$ cat src/rtl/xcvrPkg.sv
package xcvrPkg;
  // Per-direction strobes from control to datapath
  typedef struct packed {
    logic load;   // write the sampled input into storage this edge
    logic drive;  // far side is being driven
  } dirStrobe_t;
endpackage

$ cat src/rtl/xcvrCtrl.sv
module xcvrCtrl
  import xcvrPkg::*;
#(
  parameter bit EN_ACTIVE_LOW = 1'b0
) (
  input  logic       clk,
  input  logic       rstN,
  input  logic       latchEn,
  input  logic       busClk,
  input  logic       outEnPin,
  output dirStrobe_t strobe
);
  logic enNorm;
  logic leSmp, clkSmp, clkPrev, enSmp;

  // Polarity of the enable pin is fixed per instance
  generate
    if (EN_ACTIVE_LOW) begin : g_enLow
      assign enNorm = ~outEnPin;
    end else begin : g_enHigh
      assign enNorm = outEnPin;
    end
  endgenerate

  always_ff @(posedge clk) begin
    if (!rstN) begin
      leSmp   <= 1'b0;
      clkSmp  <= 1'b0;
      clkPrev <= 1'b0;
      enSmp   <= 1'b0;
    end else begin
      leSmp   <= latchEn;
      clkSmp  <= busClk;
      clkPrev <= clkSmp;
      enSmp   <= enNorm;
    end
  end

  // Transparent mode loads every cycle; otherwise only on a rising strobe
  assign strobe.load  = leSmp | (clkSmp & ~clkPrev);
  assign strobe.drive = enSmp;
endmodule

$ cat src/rtl/xcvrPath.sv
module xcvrPath
  import xcvrPkg::*;
#(
  parameter int DATA_W = 18
) (
  input  logic              clk,
  input  logic              rstN,
  input  logic [DATA_W-1:0] dIn,
  input  dirStrobe_t        strobe,
  output logic [DATA_W-1:0] dOut,
  output logic              drive
);
  logic [DATA_W-1:0] dataSmp;
  logic [DATA_W-1:0] store;

  always_ff @(posedge clk) begin
    if (!rstN) begin
      dataSmp <= '0;
      store   <= '0;
    end else begin
      dataSmp <= dIn;
      if (strobe.load) store <= dataSmp;
    end
  end

  assign dOut  = strobe.drive ? store : '0;
  assign drive = strobe.drive;
endmodule

$ cat src/rtl/dualRegXcvr.sv
module dualRegXcvr
  import xcvrPkg::*;
#(
  parameter int DATA_W = 18
) (
  input  logic              clk,
  input  logic              rstN,
  input  logic [DATA_W-1:0] aIn,
  input  logic [DATA_W-1:0] bIn,
  input  logic              abLatchEn,
  input  logic              abClk,
  input  logic              abOutEn,
  input  logic              baLatchEn,
  input  logic              baClk,
  input  logic              baOutEnN,
  output logic [DATA_W-1:0] aOut,
  output logic              aOutValid,
  output logic [DATA_W-1:0] bOut,
  output logic              bOutValid
);
  dirStrobe_t abStrobe, baStrobe;

  xcvrCtrl #(.EN_ACTIVE_LOW(1'b0)) u_abCtrl (
    .clk(clk), .rstN(rstN), .latchEn(abLatchEn), .busClk(abClk),
    .outEnPin(abOutEn), .strobe(abStrobe)
  );

  xcvrCtrl #(.EN_ACTIVE_LOW(1'b1)) u_baCtrl (
    .clk(clk), .rstN(rstN), .latchEn(baLatchEn), .busClk(baClk),
    .outEnPin(baOutEnN), .strobe(baStrobe)
  );

  xcvrPath #(.DATA_W(DATA_W)) u_abPath (
    .clk(clk), .rstN(rstN), .dIn(aIn), .strobe(abStrobe),
    .dOut(bOut), .drive(bOutValid)
  );

  xcvrPath #(.DATA_W(DATA_W)) u_baPath (
    .clk(clk), .rstN(rstN), .dIn(bIn), .strobe(baStrobe),
    .dOut(aOut), .drive(aOutValid)
  );
endmodule

$ cat config.mk
export PLATFORM = sky130hd
export DESIGN_NAME = dualRegXcvr
export DESIGN_NICKNAME = d
export VERILOG_FILES = /design/src/rtl/xcvrPkg.sv /design/src/rtl/xcvrCtrl.sv /design/src/rtl/xcvrPath.sv /design/src/rtl/dualRegXcvr.sv
export SDC_FILE = /design/constraint.sdc
export NUM_CORES = 1
export LEC_CHECK = 0
export BUFFER_PORTS_ARGS = -buffer_cell sky130_fd_sc_hd__clkbuf_2
export CAP_MARGIN = 20
export CORE_UTILIZATION = 30
export DETAILED_ROUTE_END_ITERATION = 16
export GPL_TIMING_DRIVEN = 0
export MAX_ROUTING_LAYER = met4
export PLACE_DENSITY = 0.49
export SLEW_MARGIN = 10
export SYNTH_ARGS = -nofsm -noshare
export SYNTH_HDL_FRONTEND = slang
export SYNTH_HIERARCHICAL = 1
export SYNTH_SLANG_ARGS = --single-unit
$ cat constraint.sdc
create_clock -name clk -period 3.1 [get_ports clk]
set_clock_uncertainty 0.15 [all_clocks]
set_input_delay 0.62 -clock clk [delete_from_list [all_inputs] [get_ports clk]]
set_output_delay 0.62 -clock clk [all_outputs]
set_load 0.01 [all_outputs]
# Word-level counts from Yosys, hierarchy flattened
# Cells that the tools add are included.
# word_totals
regBits,80
latch_bits,0
ramBits,0
mem_bits_ro,0
inputBits,44
output_inout_bits,38
word_cells,21
n_memories,0
# op_classes
addsub,0
multipliers,0
n_div,0
n_lt_le_gt_ge,0
eq_ne,0
shifts,0
mux,2
bitwise,7
reduce_logical,0
# ops
cell,n
$mux W18,2
$not A1 Y1,3
$and A1 B1 Y1,2
$or A1 B1 Y1,2

# Longest topological paths before layout
# Gate-level depths: netlist of the first run.
# logic_depth
ltp_word,3
depth_mapped,6
mapped_depth_nobuf,4

# Cells and area by module
# Netlist of the first run, hierarchy kept.
# by_module_without_submodules
module,instances,cells_per_inst,area_per_inst_um2,seq_area_each_um2
xcvrPath,2,115,1293.7,720.7
xcvrCtrl (u_baCtrl),1,11,125.1,80.1
xcvrCtrl (u_abCtrl),1,11,123.9,80.1

# Worst setup path before layout of the first run
# OpenSTA, ideal clock, no wires.
# synth_timing
kind,reg-to-output
startpoint,reg u_baCtrl.enSmp
endpoint,out aOut[10]
arrival_time_ns,0.791
t_required_ns,2.330
path_slack_ns,1.539
stages_incl_launch_ff,4
path_buffers,2
path_cell_list,dfxtp_1 -> buf_4 -> clkbuf_1 -> and2_1
# synth_via
elab_chain_len,1
# synth_lines
element,line_no,source
from (decl),xcvrCtrl.sv:14,"logic leSmp, clkSmp, clkPrev, enSmp;"
from (signal assigned),xcvrCtrl.sv:35,enSmp <= enNorm;
$mux W18,xcvrPath.sv:26,assign dOut = strobe.drive ? store : '0;
to (decl),dualRegXcvr.sv:16,"output logic [DATA_W-1:0] aOut,"
# Every way passes these cells.

# Worst setup path after layout of the first run
# layout_timing
startpoint,reg u_baCtrl.enSmp
endpoint,out aOut[14]
# The elaborated chain is that of the path after synthesis.

==> impl_metrics.ini, run 1 <==
[layout]
drive_gt1_frac = 0.3037
nNetsFinal = 388
n_antenna_cell = 0
multi_input_area_sq_um = 1102
regArea_sq_um = 1602
area_delta_synth_final_pct = 27.00
fin_cells = 460
num-fill-cells = 939

[global_routing]
antenna_found_initial = 0
grt_pass1_wl_microns = 8500
gr-total-overflow = 0
grt_max_degree = 27
grt_pass1_vias = 1785
grt_usage = 0.1175

[sta]
slew_headroom = 0.6902
hold_viol = 0
min_period_over_period = 0.7332
setup_tns_ns = 0
maxSlewViolCount = 0
setup_violations = 0
tightest_slew_ns = 0.4648
period_needed_ns = 2.273
grt_setup_unrepaired = no
fmax_mhz = 439.9

[yosys]
yosysTopAreaCell = dfxtp_1
ys_seq_elements = 80
synth_cell_types = 12
ys_warn_count = 6
yosys-top-cells-area = dfxtp_1, and2_1, mux2i_1
yosys.area.top_type_share = 0.5646
synth_cells = 252
syn_area_per_cell_sq_um = 11.26
yosysSeqAreaShare = 0.5646
synth_fp_nets = 296
netlist_area_sq_um = 2836

[critical_path]
slowest_delay_ns = 0.36
rr_worst_depth = 6
worstPathCellList = buf_4 -> clkbuf_1 -> and2_1 -> clkbuf_2
worstSetupStartpointType = register
cp_slowest_cell = clkbuf_1
worstPathRequired_ns = 2.33
crit_fanout = 10
cp.arrival_ns = 1.50
endpoint_kind = output port
criticalPathCategory = register to output port

[power_and_ir_drop]
p_per_area_nw_per_um2 = 584.4
peakVddDrop_mv = 0.2216
seqPwrFrac = 0.520
clkPwrFrac = 0.399
internal-power_mw = 1.648
swShare = 0.2170
p_comb_frac = 0.081
power_leakage_nw = 1.656
p_sw_uw = 456.8

[clock_network]
htree_num_levels = 3
numCtsBuffers = 9
cts_hold_buf = 0
clk-insertion-delay-late_ns = 0.34
cts_root_buf = clkbuf_8
cts.sinks = 80
clockBufferDepth = 2
cts_tree = done
post_cts_resized = 0
clk_pin_slew_worst_paths_ns = 0.07
cts_setup_buffers = 0

[placement]
dp.final_hpwl_microns = 3647
dp_cells = 444
numPortBuffers = 81
place_congestion = 0.6814

[detailed_routing]
dr_wl_met2_microns = 2558
drt_iter0_drc = 34
highest_layer = met4
first_pass_iters = 6
remaining_drc_errors = 0
wl_microns = 5326
ant_nets = 0
route.vias.total = 1877
drt-wirelength-per-cell_microns = 11.58
wl_met3_microns = 218
wl_met1_microns = 2453
viasPerCell = 4.080

[min_path]
hold_path_class = register to register
hold_depth = 1

[floorplan]
core_area_sq_um = 9196
io_pins = 82
die_h_microns = 99.24
die_area_sq_um = 9848
row_count = 35
initial_core_util = 0.3084
die_w_microns = 99.24

[status]
status = finished, final reports clean

[flow_run]
cap_violations = 0
-- per-layer routing --
metal  up-vias  track usage
li1        968            -
met5         -            -
met4         0      0.06109
met2        46       0.1832
met1       854       0.1408
met3         9      0.02881
-- metrics by stage --
| step | util | cell area (sq um) | hold WS, ns | setup WS, ns | power [mW] |
|---|---|---|---|---|---|
| finish | 0.3917 | 3602 | 0.3176 | 0.8269 | 2.105 |
| global route | 0.3917 | 3602 | 0.2972 | 0.6761 | 2.216 |
| CTS | 0.3917 | 3602 | 0.3038 | 0.7634 | 2.143 |
| detailed placement | 0.3676 | 3381 | 0.3005 | 1.142 | 1.295 |
| global placement | 0.3676 | 3381 | 0.2882 | 1.137 | 1.291 |
| floorplan | - | 2836 | 0.2806 | 1.539 | 1.230 |
-- power by group through the flow --
stage	clock (mW)	sequential (mW)	combinational, mW
2_1_floorplan	0	1.11	0.117
3_3_place_gp	0	1.12	0.174
3_5_place_dp	0	1.12	0.176
4_1_cts	0.872	1.09	0.177
5_1_grt	0.924	1.10	0.193
6_report	0.840	1.09	0.172
-- cell usage in the layout, fill, tap and decap left out --
| cell type | netlist | layout |
|---|---|---|
| dfxtp_1 | 80 | 80 |
| inv_1 | 2 | 2 |
| nor2b_1 | 36 | 36 |
| buf_4 | 4 | 4 |
| mux2i_1 | 36 | 36 |
| buf_2 | 2 | 2 |
| clkinvlp_4 | 0 | 2 |
| buf_6 | 2 | 2 |
| a21o_1 | 2 | 2 |
| bufinv_16 | 0 | 2 |
| clkbuf_2 | 0 | 81 |
| clkbuf_8 | 0 | 10 |
| and2b_1 | 1 | 1 |
| buf_12 | 2 | 2 |
| clkbuf_1 | 6 | 7 |
| and2_1 | 79 | 79 |
| clkinv_2 | 0 | 1 |
-- cell families (layout without fill, tap and decap cells) --
kind of cell / after synthesis / count (layout) / synth area share
multiplexers: 36 / 36 / 0.1270
flip-flops: 80 / 80 / 0.5646
buffers and inverters: 18 / 115 / 0.04676
AND/OR/NAND/NOR: 116 / 116 / 0.2563
AO/OA/AOI/OAI: 2 / 2 / 0.005292
-- area by class of cell --
class,instances,share of cell area
clock inverter,5,0.02223
buffer,16,0.03473
clock buffer,11,0.03925
sequential,80,0.4446
timing repair buffer,81,0.1125
inverter,2,0.002084
multi-input combinational,154,0.3060
tap,111,0.03856
-- Yosys cell counts --
cell and number:
nor2b_1 36, clkbuf_1 6, inv_1 2, buf_2 2
buf_12 2, buf_6 2, and2_1 79, a21o_1 2
and2b_1 1, mux2i_1 36, dfxtp_1 80, buf_4 4
-- sequential cells by signal, indices dropped and copies added, names as in the netlist --
register	flops
u_abCtrl/clkPrev	1
u_abCtrl/clkSmp	1
u_abCtrl/enSmp	1
u_abCtrl/leSmp	1
u_abPath/dataSmp	18
u_abPath/store	18
u_baCtrl/clkPrev	1
u_baCtrl/clkSmp	1
u_baCtrl/enSmp	1
u_baCtrl/leSmp	1
u_baPath/dataSmp	18
u_baPath/store	18
-- worst paths after layout --
| check | start | end | slack, ns |
|---|---|---|---|
| max | u_baCtrl/enSmp$_SDFF_PN0_ | aOut[14] | 0.83 |
| min reg2reg | u_abCtrl/clkSmp$_SDFF_PN0_ | u_abCtrl/clkPrev$_SDFF_PN0_ | 0.32 |
| max reg2reg | u_baCtrl/clkPrev$_SDFF_PN0_ | u_baPath/store[12]$_SDFFE_PN0P_ | 1.79 |
| min | u_abCtrl/clkSmp$_SDFF_PN0_ | u_abCtrl/clkPrev$_SDFF_PN0_ | 0.32 |
-- critical path, delay by kind of cell (launching register included) --
family,cells,cell delay (ns)
buffers and inverters,3,0.64
DFF,1,0.32
and+or+nand+nor,1,0.20
No activity file was read; power rests on OpenSTA's default activity.
==> run 2: changes to the inputs <==
PLACE_DENSITY = 0.51   (was 0.49)
clock period = 2.03 ns   (was 3.1 ns; I/O delays follow)
==> impl_metrics.ini, run 2 (synthesis gave the netlist of run 1 again) <==
[global_routing]
gr-total-overflow = 0
antenna_found_initial = 0
grt_usage = 0.1235
grt_max_degree = 27
grt_pass1_vias = 1908
grt_pass1_wl_microns = 8963

[sta]
setup_tns_ns = 0
min_period_over_period = 0.8510
setup_violations = 0
hold_ws_ns = 0.1072
maxSlewViolCount = 0
grt_setup_unrepaired = no
fmax_mhz = 578.9
tightest_slew_ns = 0.4716
hold_viol = 0
slew_headroom = 0.6856
period_needed_ns = 1.727

[flow_run]
cap_violations = 0

[critical_path]
criticalPathCategory = register to output port
cp.arrival_ns = 1.17
worstPathRequired_ns = 1.47
worstSetupStartpointType = register
crit_buf_inv = 2
path_delay_family = buffers and inverters
r2r_end = u_baPath/store[12]$_SDFFE_PN0P_
cp_slowest_cell = dfxtp_1
worstPathCellList = buf_4 -> and2_1 -> clkbuf_2
endpoint_kind = output port
r2r_slack_ns = 0.72
rr_worst_depth = 6
r2r_start = u_baCtrl/clkPrev$_SDFF_PN0_
slowest_delay_ns = 0.31
crit_fanout = 19

[placement]
dp.final_hpwl_microns = 3646
dpl-instance-area_sq_um = 3381
place_congestion = 0.6487
dp_cells = 444
numPortBuffers = 81

[clock_network]
clk-insertion-delay-late_ns = 0.34
cts.sinks = 80
post_cts_resized = 0
htree_num_levels = 3
numCtsBuffers = 9
cts_root_buf = clkbuf_8
cts_hold_buf = 0
clk_pin_slew_worst_paths_ns = 0.08
clockBufferDepth = 2
cts_setup_buffers = 0
cts_tree = done

[layout]
drive_gt1_frac = 0.3026
num-fill-cells = 953
finish.instance_area_sq_um = 3572
area_delta_synth_final_pct = 25.94
fin_cells = 458
final_common_cell = clkbuf_2
n_antenna_cell = 0
layout_common_cells = clkbuf_2, dfxtp_1, and2_1
nNetsFinal = 386

[power_and_ir_drop]
p_per_area_nw_per_um2 = 865.4
seqPwrFrac = 0.540
p_sw_uw = 666.6
clkPwrFrac = 0.375
p_comb_frac = 0.085
power_leakage_nw = 1.651
peakVddDrop_mv = 0.3602
swShare = 0.2156
internal-power_mw = 2.425

[detailed_routing]
drt_iter0_drc = 31
remaining_drc_errors = 0
viasPerCell = 4.094
first_pass_iters = 4
wl_microns = 5315
drt-wirelength-per-cell_microns = 11.60
ant_nets = 0
route.vias.total = 1875

[status]
status = finished, final reports clean

[min_path]
min_from = aIn[15]
whs_endpoint = u_abPath/dataSmp[15]$_SDFF_PN0_
hold_path_class = input port to register
hold_depth = 2

[floorplan]
initial_core_util = 0.3084
row_count = 35
die_w_microns = 99.24
io_pins = 82
die_area_sq_um = 9848
core_area_sq_um = 9196
die_h_microns = 99.24
[run 2: cell types whose count changed in the layout (fill, tap and decap cells not counted), sizes merged]
cell	change
bufinv	-1
clkinvlp	-2
clkinv	+1
[run 2: cell type report]
cell class	count	area (sq um)	area share
flip-flops and latches	80	1602	0.4483
repair buffers	81	405.4	0.1135
clock inverters	3	40.04	0.01121
inverters	2	7.507	0.002102
clock buffers	13	158.9	0.04448
plain buffers	14	117.6	0.03292
multi-input cells	154	1102	0.3086
well taps	111	138.9	0.03888
[run 2: worst max path at each step]
stage / from / end / slack (ns) / depth (start not counted)
floorplan: u_baCtrl/enSmp$_SDFF_PN0_ / aOut[10] / 0.68 / 3
global placement: u_baCtrl/enSmp$_SDFF_PN0_ / aOut[13] / 0.31 / 4
detailed placement: u_baCtrl/enSmp$_SDFF_PN0_ / aOut[6] / 0.31 / 4
CTS: u_baCtrl/enSmp$_SDFF_PN0_ / aOut[6] / 0.27 / 3
global route: u_abCtrl/enSmp$_SDFF_PN0_ / bOut[2] / 0.21 / 3
finish: u_baCtrl/enSmp$_SDFF_PN0_ / aOut[10] / 0.30 / 3
[run 2: routing by layer]
layer  GRT usage  part of all wire  vias up
met4     0.05430             0.020        0
met1      0.1449              0.46      853
met5           -                 0        -
li1            -                 -      963
met3     0.04076             0.043       10
met2      0.1928              0.47       49
[run 2: power groups by stage]
stage | Combinational (mW) | Clock (mW) | Sequential, mW
finish | 0.261 | 1.16 | 1.67
global route | 0.292 | 1.29 | 1.68
CTS | 0.269 | 1.22 | 1.67
global placement | 0.266 | 0 | 1.70
detailed placement | 0.269 | 0 | 1.71
floorplan | 0.178 | 0 | 1.70
[run 2: per-stage QoR]
| stage | power (mW) | utilization | setup WS, ns |
|---|---|---|---|
| floorplan | 1.878 | - | 0.6828 |
| global placement | 1.971 | 0.3676 | 0.3113 |
| detailed placement | 1.976 | 0.3676 | 0.3141 |
| CTS | 3.155 | 0.3884 | 0.2658 |
| global route | 3.265 | 0.3884 | 0.2069 |
| finish | 3.091 | 0.3884 | 0.3025 |
[run 2: worst reg2reg max path, cell delays in order (launching register included)]
cell     delay, ns
dfxtp_1       0.30
inv_1         0.04
a21o_1        0.12
buf_6         0.17
buf_12        0.17
mux2i_1       0.20
nor2b_1       0.06
